--- src/rtl/scl_gen_pkg.sv ---
package scl_gen_pkg;

    typedef enum logic [1:0] {
        PH_IDLE = 2'd0,
        PH_WAIT = 2'd1,
        PH_HIGH = 2'd2,
        PH_LOW  = 2'd3
    } scl_phase_e;

    // Fixed period offset chosen by the prescaler range
    function automatic logic [2:0] phase_offset(input int unsigned psc);
        if (psc == 0)      return 3'd7;
        else if (psc == 1) return 3'd6;
        else               return 3'd5;
    endfunction

endpackage

--- src/rtl/scl_prescaler.sv ---
module scl_prescaler #(
    parameter int PSC_W = 8
) (
    input  logic             clk,
    input  logic             rst,
    input  logic             en,
    input  logic [PSC_W-1:0] psc_in,
    input  logic             clr,
    output logic [PSC_W-1:0] psc_q,
    output logic             tick
);
    logic [PSC_W-1:0] pcnt_q;

    always_ff @(posedge clk) begin
        if (rst) begin
            psc_q <= '0;
        end else if (!en) begin
            psc_q <= psc_in;
        end
    end

    assign tick = en && (pcnt_q == psc_q);

    always_ff @(posedge clk) begin
        if (rst || !en || clr) begin
            pcnt_q <= '0;
        end else if (pcnt_q == psc_q) begin
            pcnt_q <= '0;
        end else begin
            pcnt_q <= pcnt_q + 1'b1;
        end
    end


    psc_frozen_chk: assert property (@(posedge clk) disable iff (rst)
        (en && $past(en) && !$past(rst)) |-> (psc_q == $past(psc_q)));

endmodule

--- src/rtl/scl_line_sync.sv ---
module scl_line_sync (
    input  logic clk,
    input  logic rst,
    input  logic line_in,
    output logic line_s,
    output logic rise_stb,
    output logic fall_stb
);
    logic [2:0] sh_q;

    always_ff @(posedge clk) begin
        if (rst) begin
            sh_q <= 3'b111;
        end else begin
            sh_q <= {sh_q[1:0], line_in};
        end
    end

    assign line_s   = sh_q[1];
    assign rise_stb = sh_q[1] & ~sh_q[2];
    assign fall_stb = ~sh_q[1] & sh_q[2];


    rise_single_chk: assert property (@(posedge clk) disable iff (rst)
        rise_stb |=> !rise_stb);


    fall_single_chk: assert property (@(posedge clk) disable iff (rst)
        fall_stb |=> !fall_stb);

endmodule

--- src/rtl/scl_phase_ctrl.sv ---
module scl_phase_ctrl
    import scl_gen_pkg::*;
#(
    parameter int PSC_W = 8,
    parameter int DIV_W = 16
) (
    input  logic             clk,
    input  logic             rst,
    input  logic             en,
    input  logic             tick,
    input  logic [PSC_W-1:0] psc_q,
    input  logic [DIV_W-1:0] low_div,
    input  logic [DIV_W-1:0] high_div,
    input  logic             hold_low,
    input  logic             line_s,
    output logic             presc_clr,
    output logic             drive_low
);
    localparam int CW = DIV_W + 1;

    scl_phase_e       phase_q, phase_d;
    logic [CW-1:0]    cnt_q, cnt_d;
    logic [CW-1:0]    lim_low, lim_high, offs;

    assign offs     = CW'(phase_offset(int'(psc_q)));
    assign lim_low  = {1'b0, low_div} + offs;
    assign lim_high = {1'b0, high_div} + offs;

    always_comb begin
        phase_d = phase_q;
        cnt_d   = cnt_q;
        unique case (phase_q)
            PH_IDLE: begin
                phase_d = PH_WAIT;
                cnt_d   = '0;
            end
            PH_WAIT: begin
                if (line_s) begin
                    phase_d = PH_HIGH;
                    cnt_d   = '0;
                end
            end
            PH_HIGH: begin
                if (!line_s) begin
                    phase_d = PH_LOW;
                    cnt_d   = '0;
                end else if (tick) begin
                    if (cnt_q >= lim_high - 1'b1) begin
                        phase_d = PH_LOW;
                        cnt_d   = '0;
                    end else begin
                        cnt_d = cnt_q + 1'b1;
                    end
                end
            end
            PH_LOW: begin
                if (tick) begin
                    if (cnt_q >= lim_low - 1'b1) begin
                        if (!hold_low) begin
                            phase_d = PH_WAIT;
                            cnt_d   = '0;
                        end
                    end else begin
                        cnt_d = cnt_q + 1'b1;
                    end
                end
            end
            default: begin
                phase_d = PH_IDLE;
                cnt_d   = '0;
            end
        endcase
        if (!en) begin
            phase_d = PH_IDLE;
            cnt_d   = '0;
        end
    end

    always_ff @(posedge clk) begin
        if (rst) begin
            phase_q <= PH_IDLE;
            cnt_q   <= '0;
        end else begin
            phase_q <= phase_d;
            cnt_q   <= cnt_d;
        end
    end

    assign presc_clr = (phase_d != phase_q) || (phase_d == PH_WAIT) || (phase_d == PH_IDLE);
    assign drive_low = (phase_q == PH_LOW);


    off_release_chk: assert property (@(posedge clk) disable iff (rst)
        !en |=> !drive_low);


    hold_keeps_low_chk: assert property (@(posedge clk) disable iff (rst)
        (en && drive_low && hold_low) |=> (drive_low || !en));


    full_low_chk: assert property (@(posedge clk) disable iff (rst)
        ($fell(drive_low) && en && $past(en) && !$past(rst))
        |-> ($past(cnt_q) >= $past(lim_low) - 1'b1));

endmodule

--- src/rtl/scl_clock_gen.sv ---
module scl_clock_gen
    import scl_gen_pkg::*;
#(
    parameter int PSC_W = 8,
    parameter int DIV_W = 16
) (
    input  logic             clk,
    input  logic             rst,
    input  logic             en,
    input  logic [PSC_W-1:0] psc_val,
    input  logic [DIV_W-1:0] low_div,
    input  logic [DIV_W-1:0] high_div,
    input  logic             hold_low,
    input  logic             scl_in,
    output logic             scl_oe,
    output logic             scl_rise,
    output logic             scl_fall
);
    logic [PSC_W-1:0] psc_q;
    logic             tick;
    logic             presc_clr;
    logic             line_s;

    scl_prescaler #(.PSC_W(PSC_W)) u_presc (
        .clk    (clk),
        .rst    (rst),
        .en     (en),
        .psc_in (psc_val),
        .clr    (presc_clr),
        .psc_q  (psc_q),
        .tick   (tick)
    );

    scl_line_sync u_sync (
        .clk      (clk),
        .rst      (rst),
        .line_in  (scl_in),
        .line_s   (line_s),
        .rise_stb (scl_rise),
        .fall_stb (scl_fall)
    );

    scl_phase_ctrl #(.PSC_W(PSC_W), .DIV_W(DIV_W)) u_ctrl (
        .clk       (clk),
        .rst       (rst),
        .en        (en),
        .tick      (tick),
        .psc_q     (psc_q),
        .low_div   (low_div),
        .high_div  (high_div),
        .hold_low  (hold_low),
        .line_s    (line_s),
        .presc_clr (presc_clr),
        .drive_low (scl_oe)
    );

endmodule

--- config.mk ---
export PLATFORM = sky130hd
export DESIGN_NAME = scl_clock_gen
export DESIGN_NICKNAME = d
export VERILOG_FILES = /design/src/rtl/scl_gen_pkg.sv /design/src/rtl/scl_prescaler.sv /design/src/rtl/scl_line_sync.sv /design/src/rtl/scl_phase_ctrl.sv /design/src/rtl/scl_clock_gen.sv
export SDC_FILE = /design/constraint.sdc
export NUM_CORES = 1
export LEC_CHECK = 0
export BUFFER_PORTS_ARGS = -buffer_cell sky130_fd_sc_hd__clkbuf_2
export CELL_PAD_IN_SITES_DETAIL_PLACEMENT = 0
export CELL_PAD_IN_SITES_GLOBAL_PLACEMENT = 1
export CORE_MARGIN = 8
export CORE_UTILIZATION = 33
export DETAILED_ROUTE_END_ITERATION = 6
export GPL_TIMING_DRIVEN = 1
export PLACE_DENSITY = 0.71
export SYNTH_ARGS = -nofsm -noshare
export SYNTH_HDL_FRONTEND = slang
export SYNTH_SLANG_ARGS = --single-unit
--- constraint.sdc ---
create_clock -name clk -period 7.37 [get_ports clk]
set_input_delay 1.474 -clock clk [delete_from_list [all_inputs] [get_ports clk]]
set_output_delay 1.474 -clock clk [all_outputs]
set_load 0.01 [all_outputs]
# Word level (Yosys, flattened, before mapping)

Index checks and enable logic that the tools add are counted.

$add $sub $neg: 6
Order comparisons: 2
Reductions and logical operators: 12
Eq/ne operators: 11
Multiplexer cells: 19
Bitwise operators: 5

Operators with widths:

| kind                                                | number |
|---|---|
| 2-to-1 mux 17 bit                                   | 7 |
| one-hot mux 17 bit (4 select lines)                 | 1 |
| adder 16 x 3 -> 17 bit                              | 2 |
| greater-or-equal comparator 17 bit                  | 2 |
| subtractor 17 x 1 -> 17 bit (second input constant) | 2 |
| 2-to-1 mux 2 bit                                    | 9 |
| adder 17 x 1 -> 17 bit (second input constant)      | 1 |
| adder 8 x 1 -> 8 bit (second input constant)        | 1 |
| == test 8 x 1 -> 1 bit (second input constant)      | 1 |
| == test 8 bit                                       | 1 |
| zero test 8 bit                                     | 1 |
| one-hot mux 2 bit (4 select lines)                  | 1 |
| != test 3 bit (second input constant)               | 2 |
| == test 2 x 1 -> 1 bit (second input constant)      | 2 |
| == test 2 bit (second input constant)               | 2 |
| zero test 2 bit                                     | 2 |
| logical OR 1 bit                                    | 4 |
| AND reduction 4 bit                                 | 1 |
| OR reduction 2 bit                                  | 2 |
| 2-to-1 mux 3 bit                                    | 1 |
| inverter 1 bit                                      | 3 |
| bitwise AND 1 bit                                   | 2 |
| != test 2 x 1 -> 1 bit (second input constant)      | 1 |
| != test 2 bit                                       | 1 |
| other kinds (3)                                     | 3 |

Word-level logic and storage cells: 60
Flip-flop bits (word level): 38
Input bits: 45

# Depth between registers and ports, before layout

Word-level depth: 16
Depth in mapped cells: 21
Depth with buffers taken out: 19

# Modules after synthesis

A second synthesis with hierarchy kept.

Cell total of the unflattened synthesis: 398
Area, all modules: 3210.6 µm²

By module, submodules not included:

| module         | instances | area each (µm²) | cells each | seq. area each (µm²) |
|---|---|---|---|---|
| scl_phase_ctrl | 1         | 2429.8          | 320        | 380.4 |
| scl_prescaler  | 1         | 688.2           | 70         | 320.3 |
| scl_line_sync  | 1         | 92.6            | 8          | 60.1 |

# Worst setup path before layout

No wires, ideal clock.

Path type: in2reg
Start: input port low_div[1]
End: register u_ctrl.cnt_q[16]
Path slack: 2.212 ns
Setup time: 0.074 ns
Arrival: 5.084 ns
Data required time: 7.296 ns
Cell stages on the path: 18
Cells stage by stage: inv_1 > ha_1 > inv_1 > ha_1 > fa_1 > and3_1 > and3_1 > nor2b_1 > nand2_1 > xor2_1 > ha_1 > and4_1 > a221o_1 > o21ai_0 > a31o_2 > buf_2 > or4b_1 > a31oi_1

Cells in the longest elaborated chain, start to end: 6
Elaborated cells on any way between the ends: 8

Ends and longest elaborated chain:

| item                                   | RTL line             | source |
|---|---|---|
| start, declared                        | scl_clock_gen.sv:11  | `input logic [DIV_W-1:0] low_div,` |
| adder 16 x 3 -> 17 bit (*)             | scl_phase_ctrl.sv:26 | `assign lim_low = {1'b0, low_div} + offs;` |
| subtractor 17 x 1 -> 17 bit (*)        | scl_phase_ctrl.sv:58 | `if (cnt_q >= lim_low - 1'b1) begin` |
| greater-or-equal comparator 17 bit (*) | scl_phase_ctrl.sv:58 |  |
| 2-to-1 mux 17 bit                      | scl_phase_ctrl.sv:58 |  |
| 2-to-1 mux 17 bit                      | scl_phase_ctrl.sv:57 | `if (tick) begin` |
| one-hot mux 17 bit (4 select lines)    | scl_phase_ctrl.sv:32 | `unique case (phase_q)` |
| end signal, assigned                   | scl_phase_ctrl.sv:85 | `cnt_q <= cnt_d;` |
| end, declared                          | scl_phase_ctrl.sv:22 | `logic [CW-1:0] cnt_q, cnt_d;` |

Every way passes the cells marked *; elsewhere a longest branch is shown, timed or not. The select of a mux whose other input is x is not followed.
A chain may end at the register's enable or synchronous reset.

# Worst setup path after layout

Start: input port low_div[1]
End: register u_ctrl.cnt_q[0]

The elaborated chain is that of the path after synthesis.

==> flow_summary.json <==
{
  "status": "finished clean",
  "reg2reg_slack_ps": 2210,
  "crit_path_end": "u_ctrl.cnt_q[0]",
  "rows": 36,
  "synth.most_common_cell": "ha_1",
  "drive_above_1_share_pct": 15.04,
  "synth.cell_area_mm2": 0.003306,
  "ant_nets": 0,
  "synthArstFlopShare_pct": 0,
  "startpoint_type": "input port",
  "dieArea_mm2": 0.01348,
  "cp_data_required_time_ps": 7580,
  "swShare_pct": 26.97,
  "cts_tree": "done",
  "yosys.area.top_type": "dfxtp_1",
  "post_cts_resized": 0,
  "avgViaCountPerCell": 5.118,
  "clk_latency_ps": 290,
  "arrival_ps": 5690,
  "path_clk_slew_ps": 80,
  "grt_max_degree": 24,
  "area_growth_pct": 15.22,
  "die_w_um": 116.1,
  "setup_violations": 0,
  "clock.fmax_mhz": 182.5,
  "clock-sinks": 38,
  "combPwrFrac_pct": 20.5,
  "ff_latch_area_um2": 760.7,
  "cellInternalPower_uw": 393.6,
  "grt_pass1_vias": 2919,
  "cts-root-buf": "clkbuf_8",
  "r2r_start": "u_presc.psc_q[3]",
  "synth_cell_types": 48,
  "peakVddDrop_uv": 72.54,
  "maxCapViolCount": 0,
  "placement.io_buffers": 47,
  "worst-path-max-fanout": 22,
  "multi_input_area_mm2": 0.002395,
  "ys_ff_latch": 38,
  "ys.flop_type": "dfxtp_1",
  "drtPass1Iterations": 4,
  "power_uw": 538.9,
  "p_switching_uw": 145.4,
  "pwr-share-seq_pct": 39.6,
  "r2r-end": "u_ctrl.cnt_q[0]",
  "die_h_um": 116.1,
  "power_density_mw_per_mm2": 141.5,
  "numCtsBuffers": 5,
  "worstPathCellList": "clkbuf_2 > inv_1 > ha_1 > inv_1 > ha_1 > fa_1 > and3_1 > and3_1 > nor2b_1 > nand2_1 > xor2_1 > ha_1 > and4_1 > a221o_1 > o21ai_0 > a31o_2 > o21ai_0 > buf_2 > o31ai_1",
  "clock_power_share_pct": 39.9,
  "worst_pin_slew_ps": 938.9,
  "synth_edf_count": 0,
  "ys_top_cells_by_count": "ha_1 (44), dfxtp_1 (38), nand2_1 (34), nand3_1 (34), inv_1 (29)",
  "syn-num-nets": 497,
  "cpMaxStageDelayCell": "a31o_2",
  "period_share_pct": 74.33,
  "core-area_mm2": 0.009729,
  "slew_viol_final": 0,
  "power_leakage_uw": 0.001629,
  "postCtsHoldBufs": 0,
  "final_core_util_pct": 39.15,
  "end_kind": "register",
  "num_vias": 2994,
  "wl_per_cell_um": 14.11,
  "yosysWarnings": 0,
  "relSlewSlack_pct": 37.28,
  "crit_type": "input port to register",
  "htreeDepth": 2,
  "hold_ws_ps": 412.7,
  "ios": 48,
  "final.setup.tns_ps": 0,
  "skew_ps": 4.155,
  "fillers": 1037,
  "cp.buffers_inverters": 4,
  "period_minus_slack_ps": 5478,
  "dr.first_iter.drc_count": 106,
  "antenna_found_initial": 0,
  "drt_wl_total_um": 8253,
  "gr-total-overflow": 0,
  "min_path_type": "register to register",
  "slowest_delay_ps": 480,
  "grt_use_total_pct": 13.11,
  "rr_worst_depth": 19,
  "pre_cts_slack_ps": 1442,
  "ys_seq_area_share_pct": 23.01,
  "setup_ws_ps": 1892,
  "start_util_pct": 33.98,
  "synth_top_area_share_pct": 23.01,
  "dp_hpwl_um": 6734,
  "cp-startpoint": "low_div[1]",
  "antenna_cells": 0,
  "postCtsSetupRepairBufs": 0,
  "clockBufferDepth": 2,
  "crit_top_cell": "ha_1",
  "drc": 0,
  "final_nets": 542,
  "hp-start": "u_sync.sh_q[0]",
  "syn_area_per_cell_um2": 8.142,
  "finalHoldViolCount": 0,
  "rsz0062_at_grt": "false",
  "crit_family": "compound AO/OA/AOI/OAI gates",
  "place.gp.congestion": 0.7838,
  "yosys-top-cells-area": "dfxtp_1 (23%), ha_1 (17%), xor2_1 (6.9%)",
  "grt_first_pass_wirelength_um": 14210,
  "cp_num_cells": 19,
  "syn_inst": 406
}
[kinds of logic (layout without fill, tap and decap cells)]
family	Yosys count	count (layout)	share of synthesized area (%)
multiplexers	8	8	2.423
XOR/XNOR	40	40	10.60
buffers and inverters	39	85	4.542
AO/OA/AOI/OAI	68	68	13.89
adder cells (fa/ha/maj)	46	46	17.87
flip-flops	38	38	23.01
AND/OR/NAND/NOR	167	167	27.67
[worst register-to-register path: stages, from the launching register on]
cell	delay [ps]
dfxtp_1	350
nor4_1	340
nand2_1	210
ha_1	320
inv_1	40
ha_1	210
fa_1	410
and3_1	220
and3_1	210
nor2b_1	160
nand2_1	80
xor2_1	180
ha_1	260
and4_1	220
a221o_1	370
o21ai_0	220
a31o_2	480
o21ai_0	330
buf_2	270
o31ai_1	190
[metal layers]
layer / vias to the layer above / global-route usage [%] / wire length (um)
met5: - / 0 / 0
met3: 6 / 3.179 / 383
met2: 56 / 23.12 / 4153
met4: 0 / 2.766 / 70
li1: 1560 / - / -
met1: 1372 / 15.67 / 3646
[metrics by stage]
stage                     cells  cell area [um^2]
after global routing        585              3809
after detailed placement    576              3666
final                       585              3809
after global placement      576              3666
after floorplan             406              3306
after CTS                   584              3804
[final cells by class]
class / count / area share (%)
repair buffers: 48 / 6.307
flip-flops and latches: 38 / 19.97
well taps: 133 / 4.369
inverters: 29 / 2.858
multi-input cells: 329 / 62.88
clock inverters: 3 / 1.807
clock buffers: 5 / 1.807
[worst min-delay path by stage]
stage                      to  cells after the start
2_1_floorplan  u_sync.sh_q[1]                      1
3_3_place_gp   u_sync.sh_q[1]                      1
3_5_place_dp   u_sync.sh_q[1]                      1
4_1_cts        u_sync.sh_q[1]                      1
5_1_grt        u_sync.sh_q[1]                      1
6_report       u_sync.sh_q[1]                      1
[cells in the final DEF (no fill, tap or decap), types with 7 or more instances in the layout]
cell type	Yosys	final
clkbuf_2	0	47
nor2_1	26	26
and3_1	15	15
a21oi_1	23	23
xnor2_1	14	14
nand2_1	34	34
o22ai_1	10	10
mux2i_1	8	8
dfxtp_1	38	38
nand3_1	34	34
ha_1	44	44
or3_1	12	12
inv_1	29	29
nor2b_1	7	7
xor2_1	26	26
[power groups by stage]
stage          clock network (uW)  logic (uW)  registers [uW]
4_1_cts                       218         112             213
3_3_place_gp                    0         109             218
3_5_place_dp                    0         111             218
2_1_floorplan                   0        76.0             217
5_1_grt                       233         128             214
6_report                      215         110             213
[registers in the layout, indices dropped and copies added (netlist names)]
signal,count
u_presc.psc_q,8
u_ctrl.phase_q,2
u_presc.pcnt_q,8
u_ctrl.cnt_q,17
u_sync.sh_q,3
No activity file was read; power rests on OpenSTA's default activity.
